## src/rtl/chan8_pkg.sv

```systemverilog
package chan8_pkg;

    typedef enum logic [2:0] {
        ST_IDLE,
        ST_ARMED,
        ST_WCAP,
        ST_ACCESS,
        ST_HOLD
    } cyc_state_t;

    typedef enum logic {
        SPC_IO  = 1'b0,
        SPC_MEM = 1'b1
    } space_t;

    typedef struct packed {
        logic   is_wr;
        space_t space;
    } cyc_attr_t;

    localparam logic [7:0] FLOAT_BYTE = 8'hFF;

    // Compare bits [top-1:low] of two addresses.
    function automatic logic field_match(logic [31:0] a, logic [31:0] base,
                                         int unsigned top, int unsigned low);
        logic m;
        m = 1'b1;
        for (int i = 0; i < 32; i++) begin
            if (i >= low && i < top && a[i] != base[i]) m = 1'b0;
        end
        return m;
    endfunction

endpackage

```

## src/rtl/chan8_sync.sv

```systemverilog
module chan8_sync #(
    parameter int W = 2
) (
    input  logic         clk,
    input  logic         rst,
    input  logic [W-1:0] d,
    output logic [W-1:0] q
);
    generate
        for (genvar g = 0; g < W; g++) begin : g_bit
            logic s1, s2;
            always_ff @(posedge clk) begin
                if (rst) begin
                    s1 <= 1'b1;
                    s2 <= 1'b1;
                end else begin
                    s1 <= d[g];
                    s2 <= s1;
                end
            end
            assign q[g] = s2;
        end
    endgenerate
endmodule

```

## src/rtl/chan8_decode.sv

```systemverilog
module chan8_decode
    import chan8_pkg::*;
#(
    parameter int              ADDR_W   = 24,
    parameter logic [31:0]     IO_BASE  = 32'h0000_0300,
    parameter int              IO_AW    = 3,
    parameter logic [31:0]     MEM_BASE = 32'h000D_4000,
    parameter int              MEM_AW   = 8
) (
    input  logic [ADDR_W-1:0] addr,
    input  logic              mio,
    input  logic              qual,
    output logic              hit,
    output space_t            space,
    output logic [MEM_AW-1:0] laddr
);
    localparam int PAD_W = MEM_AW - IO_AW;

    logic io_hit, mem_hit;

    always_comb begin
        io_hit  = !mio && field_match(32'(addr), IO_BASE, ADDR_W, IO_AW);
        mem_hit = mio && qual && field_match(32'(addr), MEM_BASE, ADDR_W, MEM_AW);
        hit     = io_hit || mem_hit;
        space   = mio ? SPC_MEM : SPC_IO;
        laddr   = mio ? addr[MEM_AW-1:0] : {{PAD_W{1'b0}}, addr[IO_AW-1:0]};
    end
endmodule

```

## src/rtl/chan8_seq.sv

```systemverilog
module chan8_seq
    import chan8_pkg::*;
#(
    parameter int MEM_AW = 8,
    parameter int TO_W   = 8
) (
    input  logic              clk,
    input  logic              rst,
    input  logic              adl_s,
    input  logic              cmd_s,
    input  logic              hit,
    input  logic              is_wr,
    input  space_t            space_in,
    input  logic [MEM_AW-1:0] laddr_in,
    input  logic [7:0]        data_in,
    input  logic [TO_W-1:0]   cfg_timeout,
    input  logic              loc_ack,
    input  logic [7:0]        loc_rdata,
    output logic              rdy,
    output logic              sel_n,
    output logic              oe,
    output logic [7:0]        dout,
    output logic              loc_req,
    output logic              loc_we,
    output logic              loc_space,
    output logic [MEM_AW-1:0] loc_addr,
    output logic [7:0]        loc_wdata
);
    cyc_state_t        state;
    cyc_attr_t         attr;
    logic              adl_q;
    logic              hi_seen;
    logic [TO_W-1:0]   to_cnt;
    logic [MEM_AW-1:0] laddr_q;
    logic [7:0]        wdata_q;
    logic [7:0]        rdata_q;
    logic              adl_fall;
    logic              to_hit;

    assign adl_fall = adl_q && !adl_s;
    assign to_hit   = (cfg_timeout != '0) && (to_cnt == cfg_timeout - TO_W'(1));

    always_ff @(posedge clk) begin
        if (rst) begin
            state   <= ST_IDLE;
            attr    <= '{is_wr: 1'b0, space: SPC_IO};
            adl_q   <= 1'b1;
            hi_seen <= 1'b0;
            to_cnt  <= '0;
            laddr_q <= '0;
            wdata_q <= '0;
            rdata_q <= FLOAT_BYTE;
        end else begin
            adl_q <= adl_s;
            unique case (state)
                ST_IDLE: begin
                    if (adl_fall && hit) begin
                        attr    <= '{is_wr: is_wr, space: space_in};
                        laddr_q <= laddr_in;
                        rdata_q <= FLOAT_BYTE;
                        state   <= ST_ARMED;
                    end
                end
                ST_ARMED: begin
                    if (!cmd_s) begin
                        to_cnt <= '0;
                        state  <= attr.is_wr ? ST_WCAP : ST_ACCESS;
                    end
                end
                ST_WCAP: begin
                    wdata_q <= data_in;
                    state   <= ST_ACCESS;
                end
                ST_ACCESS: begin
                    if (loc_ack) begin
                        if (!attr.is_wr) rdata_q <= loc_rdata;
                        hi_seen <= 1'b0;
                        state   <= ST_HOLD;
                    end else if (to_hit) begin
                        rdata_q <= FLOAT_BYTE;
                        hi_seen <= 1'b0;
                        state   <= ST_HOLD;
                    end else begin
                        to_cnt <= to_cnt + TO_W'(1);
                    end
                end
                ST_HOLD: begin
                    if (cmd_s) begin
                        if (hi_seen) state <= ST_IDLE;
                        else         hi_seen <= 1'b1;
                    end else begin
                        hi_seen <= 1'b0;
                    end
                end
                default: state <= ST_IDLE;
            endcase
        end
    end

    always_comb begin
        sel_n     = (state == ST_IDLE);
        rdy       = !(state inside {ST_ARMED, ST_WCAP, ST_ACCESS});
        oe        = !attr.is_wr && (state inside {ST_ACCESS, ST_HOLD});
        dout      = rdata_q;
        loc_req   = (state == ST_ACCESS);
        loc_we    = attr.is_wr;
        loc_space = attr.space;
        loc_addr  = laddr_q;
        loc_wdata = wdata_q;
    end
endmodule

```

## src/rtl/chan8_slave.sv

```systemverilog
module chan8_slave
    import chan8_pkg::*;
#(
    parameter int          ADDR_W   = 24,
    parameter logic [31:0] IO_BASE  = 32'h0000_0300,
    parameter int          IO_AW    = 3,
    parameter logic [31:0] MEM_BASE = 32'h000D_4000,
    parameter int          MEM_AW   = 8,
    parameter int          TO_W     = 8
) (
    input  logic              clk,
    input  logic              rst,
    input  logic [TO_W-1:0]   cfg_timeout,
    input  logic              bus_adl_n,
    input  logic              bus_cmd_n,
    input  logic              bus_mio,
    input  logic              bus_wr,
    input  logic              bus_qual,
    input  logic [ADDR_W-1:0] bus_addr,
    input  logic [7:0]        bus_din,
    output logic [7:0]        bus_dout,
    output logic              bus_data_oe,
    output logic              bus_rdy,
    output logic              bus_sel_n,
    output logic              loc_req,
    output logic              loc_we,
    output logic              loc_space,
    output logic [MEM_AW-1:0] loc_addr,
    output logic [7:0]        loc_wdata,
    input  logic [7:0]        loc_rdata,
    input  logic              loc_ack
);
    logic [1:0]        strobe_s;
    logic              dec_hit;
    space_t            dec_space;
    logic [MEM_AW-1:0] dec_laddr;

    chan8_sync #(.W(2)) sync_i (
        .clk (clk),
        .rst (rst),
        .d   ({bus_cmd_n, bus_adl_n}),
        .q   (strobe_s)
    );

    chan8_decode #(
        .ADDR_W   (ADDR_W),
        .IO_BASE  (IO_BASE),
        .IO_AW    (IO_AW),
        .MEM_BASE (MEM_BASE),
        .MEM_AW   (MEM_AW)
    ) dec_i (
        .addr  (bus_addr),
        .mio   (bus_mio),
        .qual  (bus_qual),
        .hit   (dec_hit),
        .space (dec_space),
        .laddr (dec_laddr)
    );

    chan8_seq #(
        .MEM_AW (MEM_AW),
        .TO_W   (TO_W)
    ) seq_i (
        .clk         (clk),
        .rst         (rst),
        .adl_s       (strobe_s[0]),
        .cmd_s       (strobe_s[1]),
        .hit         (dec_hit),
        .is_wr       (bus_wr),
        .space_in    (dec_space),
        .laddr_in    (dec_laddr),
        .data_in     (bus_din),
        .cfg_timeout (cfg_timeout),
        .loc_ack     (loc_ack),
        .loc_rdata   (loc_rdata),
        .rdy         (bus_rdy),
        .sel_n       (bus_sel_n),
        .oe          (bus_data_oe),
        .dout        (bus_dout),
        .loc_req     (loc_req),
        .loc_we      (loc_we),
        .loc_space   (loc_space),
        .loc_addr    (loc_addr),
        .loc_wdata   (loc_wdata)
    );
endmodule

```

## config.mk

```make
export PLATFORM = sky130hd
export DESIGN_NAME = chan8_slave
export DESIGN_NICKNAME = d
export VERILOG_FILES = /design/src/rtl/chan8_pkg.sv /design/src/rtl/chan8_sync.sv /design/src/rtl/chan8_decode.sv /design/src/rtl/chan8_seq.sv /design/src/rtl/chan8_slave.sv
export SDC_FILE = /design/constraint.sdc
export NUM_CORES = 1
export LEC_CHECK = 0
export ABC_AREA = 1
export BUFFER_PORTS_ARGS = -buffer_cell sky130_fd_sc_hd__clkbuf_2
export CAP_MARGIN = 20
export CORE_ASPECT_RATIO = 0.7
export CORE_UTILIZATION = 41
export DETAILED_ROUTE_END_ITERATION = 8
export GPL_TIMING_DRIVEN = 1
export PLACE_DENSITY_LB_ADDON = 0.15
export RECOVER_POWER = 25
export SYNTH_ARGS = -nofsm -noshare
export SYNTH_HDL_FRONTEND = slang
export SYNTH_HIERARCHICAL = 1
export SYNTH_SLANG_ARGS = --single-unit
```

## constraint.sdc

```tcl
create_clock -name clk -period 2.5 [get_ports clk]
set_input_delay 0.5 -clock clk [delete_from_list [all_inputs] [get_ports clk]]
set_output_delay 0.5 -clock clk [all_outputs]
set_load 0.01 [all_outputs]
```

==> results of run 1 <==
-- cells by family after synthesis --
group / count (synthesis)
AND/OR/NAND/NOR: 218
buffers and inverters: 65
flip-flops: 43
AO/OA/AOI/OAI: 41
XOR/XNOR: 5
adder cells (fa/ha/maj): 2
-- final cells by class --
cell class | instances | area (µm²) | area share (%)
Clock buffer | 6 | 72.6 | 2.46
Clock inverter | 2 | 12.5 | 0.424
Inverter | 52 | 195 | 6.61
Multi-Input combinational cell | 266 | 1290 | 43.6
Sequential cell | 43 | 861 | 29.2
Tap cell | 75 | 93.8 | 3.18
Timing Repair Buffer | 88 | 430 | 14.6
-- synth_stat cells (2+ instances only) --
| cell type | instances |
|---|---|
| buf_4 | 6 |
| a21oi_1 | 12 |
| nor2_2 | 3 |
| nand3_2 | 3 |
| nor2_1 | 77 |
| clkbuf_1 | 4 |
| nand4_1 | 11 |
| a21oi_2 | 2 |
| inv_1 | 44 |
| nand2_2 | 2 |
| nand2_4 | 3 |
| or2_2 | 8 |
| buf_6 | 2 |
| o21ai_0 | 24 |
| nand3_1 | 26 |
| nand2_1 | 76 |
| xor2_1 | 5 |
| dfxtp_1 | 43 |
| inv_2 | 7 |
| nor2_4 | 2 |
| ha_1 | 2 |
| nor3_1 | 4 |
-- metrics by stage --
stage	total power, W	setup WS, ns	instance area (µm²)
floorplan	0.00144	0.571	2430
global placement	0.00169	0.228	2880
detailed placement	0.00170	0.185	2880
CTS	0.00213	0.499	2970
global route	0.00228	0.189	2950
finish	0.00210	0.487	2950
-- worst paths after layout --
path,from,to,depth (start not counted)
max,cfg_timeout[0],seq_i/dout[4]$_SDFFE_PP1P_,15
min,bus_adl_n,sync_i/g_bit[0].s1$_SDFF_PP1_,3
max reg2reg,seq_i/to_cnt[0]$_SDFFE_PP0P_,seq_i/dout[4]$_SDFFE_PP1P_,11
min reg2reg,sync_i/g_bit[1].s1$_SDFF_PP1_,sync_i/g_bit[1].s2$_SDFF_PP1_,2
-- worst max-delay path, delay by kind of cell --
kind / cells / cell delay (ns)
fa+ha+maj: 1 / 0.30
buf+inv: 3 / 0.19
simple gates: 11 / 1.20
-- where the power goes --
group	leakage (nW)	internal [W]	total, W	switching, W
combinational	1.20	0.000298	0.000801	0.000504
clock	0.0412	0.000195	0.000423	0.000228
sequential	0.350	0.000802	0.000874	0.0000715
-- per-layer routing --
| metal | global-route usage [%] | vias up | wire, µm |
|---|---|---|---|
| met1 | 27.4 | 1048 | 2930 |
| met5 | 0 | - | 0 |
| met4 | 6.73 | 0 | 63 |
| met2 | 29.0 | 69 | 2260 |
| li1 | - | 1345 | - |
| met3 | 4.14 | 6 | 351 |
-- sequential cells by signal (all words and copies together) (netlist names), 2 cells and up --
| signal | cells |
|---|---|
| seq_i/to_cnt | 8 |
| seq_i/state | 3 |
| sync_i/g_bit.s1 | 2 |
| sync_i/g_bit.s2 | 2 |
| seq_i/dout | 8 |
| seq_i/loc_wdata | 8 |
| seq_i/loc_addr | 8 |
==> results.sh, run 1 <==
export IMPL_status="complete, no violations"
export IMPL_synthCells=374
export IMPL_die_h_um=66.4
export IMPL_placed_cells=524
export IMPL_wirelength_mm=5.61
export IMPL_vias=2468
export IMPL_slew_headroom_pct=58.7
export IMPL_fillerInstances=591
export IMPL_grt_max_degree=20
export IMPL_slew_viol_final=0
export IMPL_grt_overflow=0
export IMPL_dieArea_um2=6240
export IMPL_ir_drop_uv=365
export IMPL_hold_viol_final=0
export IMPL_hold_buffers=0
export IMPL_postSynthAreaPerCell_um2=6.49
export IMPL_ys_types=30
export IMPL_worst_hold_slack_ns=0.382
export IMPL_core_um2=5730
export IMPL_yosys_area_share_simple_pct=40.6
export IMPL_synth_enable_flop_cells=0
export IMPL_htree_levels=2
export IMPL_ys_warn_count=6
export IMPL_cts_root_buf="clkbuf_8"
export IMPL_synth_top_family_by_area="simple AND/OR/NAND/NOR gates"
export IMPL_num_rows=23
export IMPL_drt_pre_antenna_iters=4
export IMPL_die_x_um=94.0
export IMPL_max_cap_viol_count=0
export IMPL_slowest_delay_ns=0.30
export IMPL_min_period_over_period_pct=80.5
export IMPL_utilization_pct=51.5
export IMPL_diodes=0
export IMPL_rsz0062_at_grt="no"
export IMPL_muxShareOfSynthArea_pct=0
export IMPL_synth_xor_area_share_pct=1.80
export IMPL_yosys_area_top_type_share_pct=35.4
export IMPL_drt_iter0_drc=124
export IMPL_final_cells=532
export IMPL_port_buffers=85
export IMPL_grt_antenna_before_repair=0
export IMPL_syn_area_um2=2430
export IMPL_place_congestion=0.798
export IMPL_timing_final_crit_period_ns=2.01
export IMPL_cts_repair_resize_count=0
export IMPL_arrival_ns=2.19
export IMPL_ys_ff_latch=43
export IMPL_drc=0
export IMPL_tightest_slew_ns=0.619
export IMPL_clockBufferDepth=2
export IMPL_layout_cells_most_common="nor2_1"
export IMPL_setup_viol=0
export IMPL_synthArstFlopShare_pct=0
export IMPL_synthAdderAreaFrac_pct=1.03
export IMPL_syn_num_nets=432
export IMPL_grt_pass1_vias=2141
export IMPL_setup_tns_ns=0
export IMPL_start_util_pct=42.4
export IMPL_cts_tree="built"
export IMPL_clock_sinks=43
export IMPL_power_density_nw_per_um2=711
export IMPL_hpwl_mm=4.44
export IMPL_path_class="in2reg"
export IMPL_grt_pass1_wl_mm=9.52
export IMPL_yosys_area_top_type="dfxtp_1"
export IMPL_avgRoutedWirePerCell_um=10.5
export IMPL_r2r_slack_ns=0.68
export IMPL_synth_main_ff_cell="dfxtp_1"
export IMPL_postCtsSetupBuffers=0
export IMPL_cts_buffers=5
export IMPL_final_cell_mix="77 x nor2_1, 76 x nand2_1, 71 x clkbuf_2"
export IMPL_yosys_top_cells_area="dfxtp_1 35%, nor2_1 12%, nand2_1 12%, inv_1 6.8%, nand3_1 5.4%"
export IMPL_ios=86
export IMPL_critPathCaptureType="register"
export IMPL_clk_pin_slew_ns=0.08
export IMPL_synth_compound_area_share_pct=9.48
export IMPL_antenna_left=0
export IMPL_slowest_stage="ha_1"
export IMPL_drive_gt1_share_pct=24.5
export IMPL_crit_chain="clkbuf_2 -> inv_2 -> ha_1 -> nand2_1 -> inv_1 -> nor2_1 -> nand2_1 -> nor2_1 -> nand3_1 -> nor2_1 -> nand3_2 -> nand2_4 -> nand3_2 -> nand2_1 -> nand3_1"
export IMPL_areaGrowthSynthToFinish_pct=21.5
export IMPL_yosysSeqAreaShare_pct=35.4
export IMPL_cp_required_ns=2.68
export IMPL_grtUsageTotal_pct=19.4
export IMPL_fmax_mhz=497
export IMPL_power_leakage_nw=1.59
export IMPL_fin_worst_skew_ns=0.00660
export IMPL_cp_start_kind="input port"
export IMPL_vias_per_cell=4.64
export IMPL_critPathMaxFanout=13
export IMPL_hold_class="in2reg"
export IMPL_insertion_delay_ns=0.29
export IMPL_nets=514
Power figures use the tool's default switching activity.
==> run 2, diff against run 1 <==
==> constraint.sdc (replaced) <==
create_clock -name clk -period 2.1 [get_ports clk]
set_input_delay 0.42 -clock clk [delete_from_list [all_inputs] [get_ports clk]]
set_output_delay 0.42 -clock clk [all_outputs]
set_load 0.01 [all_outputs]
==> run 2 against run 1 <==
  * Critical path depth is 10 lower
  * Worst hold slack got worse by 0.082 ns
  * Via count rose by 1.2%
==> results.sh, run 2 (synthesis results as in run 1) <==
export IMPL_fmax_mhz=511
export IMPL_cts_tree="built"
export IMPL_grt_overflow=0
export IMPL_htree_levels=2
export IMPL_slew_viol_final=0
export IMPL_die_x_um=94.0
export IMPL_port_buffers=85
export IMPL_min_from="bus_adl_n"
export IMPL_dieArea_um2=6240
export IMPL_max_cap_viol_count=0
export IMPL_status="complete, no violations"
export IMPL_clockBufferDepth=2
export IMPL_rsz0062_at_grt="no"
export IMPL_areaGrowthSynthToFinish_pct=23.9
export IMPL_worst_hold_slack_ns=0.300
export IMPL_power_density_nw_per_um2=843
export IMPL_timing_final_crit_period_ns=1.96
export IMPL_vias_per_cell=4.63
export IMPL_layout_cells_most_common="nor2_1"
export IMPL_avgRoutedWirePerCell_um=10.9
export IMPL_clock_sinks=43
export IMPL_final_cells=540
export IMPL_worstHoldPathCells=3
export IMPL_grt_pass1_vias=2255
export IMPL_worstReg2RegStart="seq_i/to_cnt[7]$_SDFFE_PP0P_"
export IMPL_placed_cells=532
export IMPL_ios=86
export IMPL_min_period_over_period_pct=93.1
export IMPL_wirelength_mm=5.90
export IMPL_ir_drop_uv=394
export IMPL_critPathCaptureType="output port"
export IMPL_hpwl_mm=4.68
export IMPL_insertion_delay_ns=0.29
export IMPL_dp_slack_ns=-0.0539
export IMPL_start_util_pct=42.4
export IMPL_place_congestion=0.823
export IMPL_diodes=0
export IMPL_arrival_ns=1.54
export IMPL_postCtsSetupBuffers=0
export IMPL_clk_pin_slew_ns=0.08
export IMPL_die_h_um=66.4
export IMPL_num_rows=23
export IMPL_p_total_w=0.00253
export IMPL_reg2reg_depth=10
export IMPL_cts_buffers=5
export IMPL_holdPathEnd="sync_i/g_bit[0].s1$_SDFF_PP1_"
export IMPL_setup_slack_ns=0.145
export IMPL_slew_headroom_pct=57.9
export IMPL_critPathMaxFanout=5
export IMPL_antenna_left=0
export IMPL_drive_gt1_share_pct=25.6
export IMPL_final_cell_mix="77 x nor2_1, 76 x nand2_1, 71 x clkbuf_2"
export IMPL_cts_repair_resize_count=0
export IMPL_nets=522
export IMPL_grt_pass1_wl_mm=10.2
export IMPL_path_class="reg2out"
export IMPL_core_um2=5730
export IMPL_vias=2498
export IMPL_drt_pre_antenna_iters=4
export IMPL_fin_area_um2=3010
export IMPL_cp_required_ns=1.68
export IMPL_drt_iter0_drc=208
export IMPL_setup_viol=0
export IMPL_grtUsageTotal_pct=21.0
export IMPL_hold_class="in2reg"
export IMPL_r2r_slack_ns=0.36
export IMPL_hold_buffers=0
export IMPL_r2r_end="seq_i/dout[4]$_SDFFE_PP1P_"
export IMPL_tightest_slew_ns=0.631
export IMPL_grt_max_degree=20
export IMPL_fin_worst_skew_ns=0.00616
export IMPL_hold_viol_final=0
export IMPL_power_leakage_nw=1.63
export IMPL_cts_root_buf="clkbuf_8"
export IMPL_dpl_cell_area_um2=2940
export IMPL_cp_start_kind="register"
export IMPL_drc=0
export IMPL_grt_antenna_before_repair=0
[run 2: worst max-delay path by stage]
stage | from | endpoint | cells after the start
CTS | seq_i/state[2]$_SDFFE_PP0P_ | bus_data_oe | 5
global placement | cfg_timeout[0] | seq_i/dout[6]$_SDFFE_PP1P_ | 15
global route | seq_i/state[2]$_SDFFE_PP0P_ | bus_data_oe | 5
detailed placement | cfg_timeout[0] | seq_i/to_cnt[6]$_SDFFE_PP0P_ | 15
finish | seq_i/state[2]$_SDFFE_PP0P_ | bus_data_oe | 5
floorplan | cfg_timeout[0] | seq_i/dout[0]$_SDFFE_PP1P_ | 14
[run 2: layout make-up]
class	count	area [µm²]
Tap cell	75	93.8
Inverter	52	195
Timing Repair Buffer	96	487
Clock buffer	6	72.6
Multi-Input combinational cell	266	1290
Sequential cell	43	861
Clock inverter	2	12.5
Fill cell	614	2720
[run 2: through the flow]
step,util [%],TNS [ns]
4_1_cts,52.9,0
3_5_place_dp,51.4,-0.203
3_3_place_gp,51.4,0
5_1_grt,52.5,0
2_1_floorplan,-,0
6_report,52.5,0
[run 2: report_power, final]
group | switching (W) | total, W | leakage [nW] | internal (W)
clock network | 0.000279 | 0.000511 | 0.0412 | 0.000233
registers | 0.0000859 | 0.00104 | 0.350 | 0.000955
logic | 0.000605 | 0.000982 | 1.23 | 0.000376
total | 0.000970 | 0.00253 | 1.63 | 0.00156
[run 2: worst max-delay path: stages (launching register included)]
cell      delay, ns
dfxtp_1        0.41
inv_1          0.08
nor3_1         0.24
inv_1          0.15
a21oi_1        0.21
clkbuf_2       0.17
[run 2: routing by layer]
layer / GRT usage, % / vias up / part of all wire [%]
met2: 33.5 / 54 / 42
met1: 29.0 / 1090 / 53
li1: - / 1352 / -
met5: 0 / - / 0
met4: 5.19 / 0 / 0.44
met3: 4.02 / 2 / 4.6
